## config.mk

```make
export PLATFORM = sky130hd
export DESIGN_NAME = irq_poll_ctrl
export DESIGN_NICKNAME = d
export VERILOG_FILES = /design/src/rtl/irq_poll_pkg.sv /design/src/rtl/irq_first_set.sv /design/src/rtl/irq_svc_track.sv /design/src/rtl/irq_vec_out.sv /design/src/rtl/irq_poll_ctrl.sv
export SDC_FILE = /design/constraint.sdc
export NUM_CORES = 1
export LEC_CHECK = 0
export ABC_AREA = 1
export BUFFER_PORTS_ARGS = -buffer_cell sky130_fd_sc_hd__clkbuf_2
export CAP_MARGIN = 20
export CORE_ASPECT_RATIO = 1.2
export CORE_MARGIN = 4
export CORE_UTILIZATION = 28
export CTS_BUF_LIST = sky130_fd_sc_hd__clkbuf_16
export CTS_CLUSTER_SIZE = 25
export DETAILED_ROUTE_END_ITERATION = 16
export GPL_TIMING_DRIVEN = 1
export PLACE_DENSITY = 0.65
export SLEW_MARGIN = 30
export SYNTH_ARGS = -nofsm -noshare
export SYNTH_HDL_FRONTEND = slang
export SYNTH_SLANG_ARGS = --single-unit
```

## constraint.sdc

```tcl
create_clock -name clk -period 1.5 [get_ports clk]
set_clock_uncertainty 0.2 [all_clocks]
set_input_delay 0.15 -clock clk [delete_from_list [all_inputs] [get_ports clk]]
set_output_delay 0.15 -clock clk [all_outputs]
set_load 0.1 [all_outputs]
```

## src/rtl/irq_poll_pkg.sv

```systemverilog
package irq_poll_pkg;

   function automatic logic [15:0] vec_of(input int unsigned idx,
                                          input int unsigned base,
                                          input int unsigned stride);
      return 16'(base + stride * idx);
   endfunction

   function automatic int unsigned idx_bits(input int unsigned n);
      return (n > 1) ? $clog2(n) : 1;
   endfunction

endpackage

```

## src/rtl/irq_first_set.sv

```systemverilog
module irq_first_set #(
   parameter int N  = 16,
   parameter int IW = 4
) (
   input  logic [N-1:0]  req,
   output logic          found,
   output logic [IW-1:0] idx
);
   always_comb begin
      found = 1'b0;
      idx   = '0;
      for (int i = N - 1; i >= 0; i--) begin
         if (req[i]) begin
            found = 1'b1;
            idx   = IW'(i);
         end
      end
   end
endmodule

```

## src/rtl/irq_svc_track.sv

```systemverilog
module irq_svc_track #(
   parameter bit TWO_LEVEL = 1'b1
) (
   input  logic clk,
   input  logic rst_n,
   input  logic take_hi,
   input  logic take_lo,
   input  logic reti,
   output logic busy_hi,
   output logic busy_lo
);
   always_ff @(posedge clk or negedge rst_n) begin
      if (!rst_n) begin
         busy_lo <= 1'b0;
      end else if (take_lo) begin
         busy_lo <= 1'b1;
      end else if (reti && !busy_hi) begin
         busy_lo <= 1'b0;
      end
   end

   generate
      if (TWO_LEVEL) begin : g_two
         always_ff @(posedge clk or negedge rst_n) begin
            if (!rst_n) begin
               busy_hi <= 1'b0;
            end else if (take_hi) begin
               busy_hi <= 1'b1;
            end else if (reti) begin
               busy_hi <= 1'b0;
            end
         end
      end else begin : g_one
         assign busy_hi = 1'b0;
      end
   endgenerate
endmodule

```

## src/rtl/irq_vec_out.sv

```systemverilog
module irq_vec_out #(
   parameter int N          = 16,
   parameter int IW         = 4,
   parameter int VEC_BASE   = 3,
   parameter int VEC_STRIDE = 8
) (
   input  logic          clk,
   input  logic          rst_n,
   input  logic          take,
   input  logic [IW-1:0] sel_idx,
   input  logic [N-1:0]  clr_ok,
   output logic          call_req,
   output logic [15:0]   vec_addr,
   output logic [N-1:0]  flag_clr
);
   import irq_poll_pkg::*;

   logic [N-1:0] sel_hot;

   always_comb begin
      sel_hot = '0;
      sel_hot[sel_idx] = 1'b1;
   end

   always_ff @(posedge clk or negedge rst_n) begin
      if (!rst_n) begin
         call_req <= 1'b0;
         vec_addr <= 16'(VEC_BASE);
         flag_clr <= '0;
      end else begin
         call_req <= take;
         flag_clr <= take ? (sel_hot & clr_ok) : '0;
         if (take) begin
            vec_addr <= vec_of(int'(sel_idx), VEC_BASE, VEC_STRIDE);
         end
      end
   end
endmodule

```

## src/rtl/irq_poll_ctrl.sv

```systemverilog
module irq_poll_ctrl #(
   parameter int           NSRC       = 16,
   parameter int           VEC_BASE   = 3,
   parameter int           VEC_STRIDE = 8,
   parameter bit           TWO_LEVEL  = 1'b1,
   parameter logic [NSRC-1:0] TIMER_MASK = 16'h000A,
   parameter logic [NSRC-1:0] EXT_MASK   = 16'h0005,
   parameter logic [NSRC-1:0] SLOT_USED  = 16'h0FFF
) (
   input  logic            clk,
   input  logic            rst_n,
   input  logic            cyc_stb,
   input  logic            cpu_ready,
   input  logic            glb_en,
   input  logic [NSRC-1:0] irq_flag,
   input  logic [NSRC-1:0] irq_en,
   input  logic [NSRC-1:0] irq_hi,
   input  logic [NSRC-1:0] edge_mode,
   input  logic            reti_stb,
   input  logic            ret_stb,
   output logic            call_req,
   output logic [15:0]     vec_addr,
   output logic [NSRC-1:0] flag_clr,
   output logic [1:0]      svc_level
);
   import irq_poll_pkg::*;

   localparam int IW = idx_bits(NSRC);

   if (NSRC < 1 || NSRC > 16) begin : g_bad_n
      $error("irq_poll_ctrl: NSRC must be 1..16");
   end
   if (VEC_BASE + VEC_STRIDE * (NSRC - 1) > 16'hFFFF) begin : g_bad_vec
      $error("irq_poll_ctrl: vector range exceeds 16 bits");
   end
   if ((TIMER_MASK & EXT_MASK) != '0) begin : g_bad_mask
      $error("irq_poll_ctrl: a source cannot be both timer and external");
   end

   logic [NSRC-1:0] live, hi_eff, req_hi, req_lo, clr_ok;
   logic            hi_found, lo_found, poll_ok, take_hi, take_lo, take;
   logic            busy_hi, busy_lo;
   logic [IW-1:0]   hi_idx, lo_idx, sel_idx;
   logic            ret_unused;

   assign ret_unused = ret_stb;

   generate
      if (TWO_LEVEL) begin : g_lvl2
         assign hi_eff = irq_hi;
      end else begin : g_lvl1
         assign hi_eff = '0;
      end
      for (genvar i = 0; i < NSRC; i++) begin : g_clr
         assign clr_ok[i] = TIMER_MASK[i] | (EXT_MASK[i] & edge_mode[i]);
      end
   endgenerate

   assign live   = irq_flag & irq_en & SLOT_USED;
   assign req_hi = live & hi_eff;
   assign req_lo = live & ~hi_eff;

   irq_first_set #(.N(NSRC), .IW(IW)) u_pick_hi (
      .req(req_hi), .found(hi_found), .idx(hi_idx));
   irq_first_set #(.N(NSRC), .IW(IW)) u_pick_lo (
      .req(req_lo), .found(lo_found), .idx(lo_idx));

   assign poll_ok = cyc_stb & cpu_ready & glb_en & ~reti_stb;
   assign take_hi = poll_ok & hi_found & ~busy_hi;
   assign take_lo = poll_ok & lo_found & ~hi_found & ~busy_hi & ~busy_lo;
   assign take    = take_hi | take_lo;
   assign sel_idx = take_hi ? hi_idx : lo_idx;

   irq_svc_track #(.TWO_LEVEL(TWO_LEVEL)) u_svc (
      .clk(clk), .rst_n(rst_n), .take_hi(take_hi), .take_lo(take_lo),
      .reti(reti_stb), .busy_hi(busy_hi), .busy_lo(busy_lo));

   irq_vec_out #(.N(NSRC), .IW(IW), .VEC_BASE(VEC_BASE),
                 .VEC_STRIDE(VEC_STRIDE)) u_out (
      .clk(clk), .rst_n(rst_n), .take(take), .sel_idx(sel_idx),
      .clr_ok(clr_ok), .call_req(call_req), .vec_addr(vec_addr),
      .flag_clr(flag_clr));

   assign svc_level = {busy_hi, busy_lo};
endmodule

```

==> impl_results.md <==
* Peak fanout along the critical path at 5
* Hold Crit Class: input port to flip-flop
* CP Launch Type: flip-flop
* Final Worst Setup Slack at -0.0160 ns
* Worst r2r src: u_svc.busy_hi
* Largest area contributor in the netlist: dfrtp_1
* Inst Count DP at 291
* I/O pins at 106
* Initial core utilization at 29.4%
* Hold Vio Cnt, Final at 0
* Vias per cell at 4.14
* Status: finished, violations left
* TritonCTS Buffers at 3
* Post-synthesis sequential area ratio at 23.4%
* Ant diodes at 0
* Final Setup Violations at 4
* Netlist cell types at 25
* Die Area at 5310 µm²
* DP HPWL at 2.40 mm
* DR vias at 1241
* Clock-pin slew on the worst setup and hold paths at 0.04 ns
* Failing checks: setup timing
* Number of flops mapped to enable cells by yosys at 0
* WL/cell at 9.01 µm
* Top cells by area, synth: dfrtp_1 23%, buf_4 17%, nand2_1 15%
* Worst EP arrival at 1.49 ns
* Worst Path Required at 1.47 ns
* Cell count after synthesis at 167
* Top-count cell post-synth: nand2_1
* RSZ-0062 raised after global routing: true
* Pwr Density at 994 nW/µm²
* DIE WIDTH at 67.2 µm
* Syn_area_per_cell at 7.05 µm²
* R2R cell count at 9
* Core Box Area at 4000 µm²
* Initial antenna violation count at 0
* CP Capture Type: flip-flop
* Final hold slack at 0.00649 ns
* YS warnings at 0
* Synth Register Bits at 11
* CP Class: flip-flop to flip-flop
* Ys async rst share at 100%
* Layout cells sized above 1 at 47.2%
* Routed Antenna Nets at 0
* Post-layout min period at 1.52 ns
* P_leak at 0.00103 µW
* Number of global-route vias before repair at 1131
* H-tree Lvls at 1
* Reg-to-Reg End: u_out.flag_clr[1]
* Hold path endpoint: u_out.flag_clr[0]
* Synth cell count leaders: 48 x nand2_1, 26 x buf_4, 13 x nor2_1
* Post-layout net count at 318
* Drt pass-1 iters at 4
* MaxCap Viol Count at 0
* First-pass GRT wire length at 4.24 mm
* Overflow after GRT at 0
* Largest net degree at the start of global routing at 12
* F_max at 660 MHz
* # rows at 25
* Place WS at -0.176 ns
* Synth Cell Area at 1180 µm²
* Clock root cell: clkbuf_16
* DRT iter0 DRCs at 27
* GPL Wtd Cong at 0.757
* Finished Layout Cells at 300
* All-Layer GR Usage at 10.2%
* Worst IR Drop VDD at 0.368 mV
* DRC at 0
* CTS Sinks at 11
* Clk_lat worst skew at 0.24 ns
* Primary FF master, synth: dfrtp_1
* Area delta synth->final at 50.2%
* Final Max Slew Viols at 0
* Tcrit/Tclk final at 101%
* Share of the synthesized area in the top cell type at 23.4%
* CTS tree: yes
* Hold Path Cell Cnt at 5
* WL final at 2.70 mm
* Clock Tree Buf Depth at 2
* Hold Startpoint: edge_mode[0]
* IO Port Bufs at 54
* Flop2flop setup slack at -0.02 ns
* Die Span Y at 79.0 µm
final cells by class:
type	instances	area (µm²)
clock inverter	1	3.75
fill	442	2240
multi-input combinational	142	791
inverter	10	40.0
timing repair buffer	79	515
tap	54	67.6
sequential	11	275
clock buffer	3	75.1
registers in the layout, indices dropped and copies added, names as in the netlist:
register and cells:
u_out.flag_clr 4, u_out.call_req 1, u_out.vec_addr 4, u_svc.busy_hi 1
u_svc.busy_lo 1
power by group:
part	internal [µW]	leakage, µW	switching (µW)
Combinational	223	0.000842	712
Sequential	332	0.000148	18.6
Clock	349	0.0000423	122
Total	904	0.00103	853
metal layers:
layer	up-vias	GRT usage, %	wire length [µm]
met1	536	10.3	929
met4	0	6.09	63
li1	649	-	-
met2	51	18.8	1440
met5	-	0	0
met3	5	1.84	264
cells by family after synthesis:
group | share of synthesized area, %
AND/OR/NAND/NOR | 49.4
other | 0.638
buffers and inverters | 20.0
AO/OA/AOI/OAI | 6.59
flip-flops | 23.4
what timing repair did:
item / 4_1_cts / 5_1_grt
hold buffers: 2 / 0
endpoints found under the setup margin: 5 / 8
gates cloned: 0 / 0
pin swaps: 3 / 5
resized for setup: 3 / 7
setup buffers: 3 / 0
hold endpoints to repair: 12 / 0
per-stage QoR:
step | util (%) | cell area, µm² | TNS [ns] | power, µW
final | 44.2 | 1770 | -0.0525 | 1760
after global routing | 44.2 | 1770 | -0.601 | 1840
after CTS | 43.5 | 1740 | -0.0122 | 1760
after detailed placement | 40.2 | 1610 | -0.963 | 1260
after global placement | 40.2 | 1610 | -0.802 | 1250
after floorplan | - | 1260 | 0 | 1100
cells in the final DEF (no fill, tap or decap), types with 3 or more instances in the layout:
cell        n
nand3_1     7
nor2_2      4
nor2_1     12
nand2_1    44
nand2_2     9
nand2_4     3
nand3_2     8
inv_1       8
clkbuf_16   3
dfrtp_1    11
nand3b_1   12
nor2_4      4
buf_4      32
conb_1     24
a31oi_1     3
clkbuf_2   43
worst max-delay path, stage by stage, from the launching register on:
cell and delay [ns]:
dfrtp_1 0.41, nor2_2 0.14, nand2_4 0.09, nand3b_1 0.13, nand2_2 0.08, nor2_4 0.11, inv_2 0.06, nor2_4 0.08
inv_1 0.05, nor2_2 0.08
how the worst max path moves through the flow:
stage,start,endpoint,slack (ns),cells after the start
2_1_floorplan,u_svc.busy_hi,u_out.flag_clr[3],0.03,7
3_3_place_gp,irq_flag[10],u_out.flag_clr[0],-0.18,12
3_5_place_dp,irq_flag[10],u_out.flag_clr[0],-0.18,12
4_1_cts,u_svc.busy_hi,u_out.flag_clr[1],-0.008,9
5_1_grt,u_svc.busy_hi,u_out.flag_clr[0],-0.13,9
6_report,u_svc.busy_hi,u_out.flag_clr[1],-0.02,9
(Power assumes the default switching activity.)
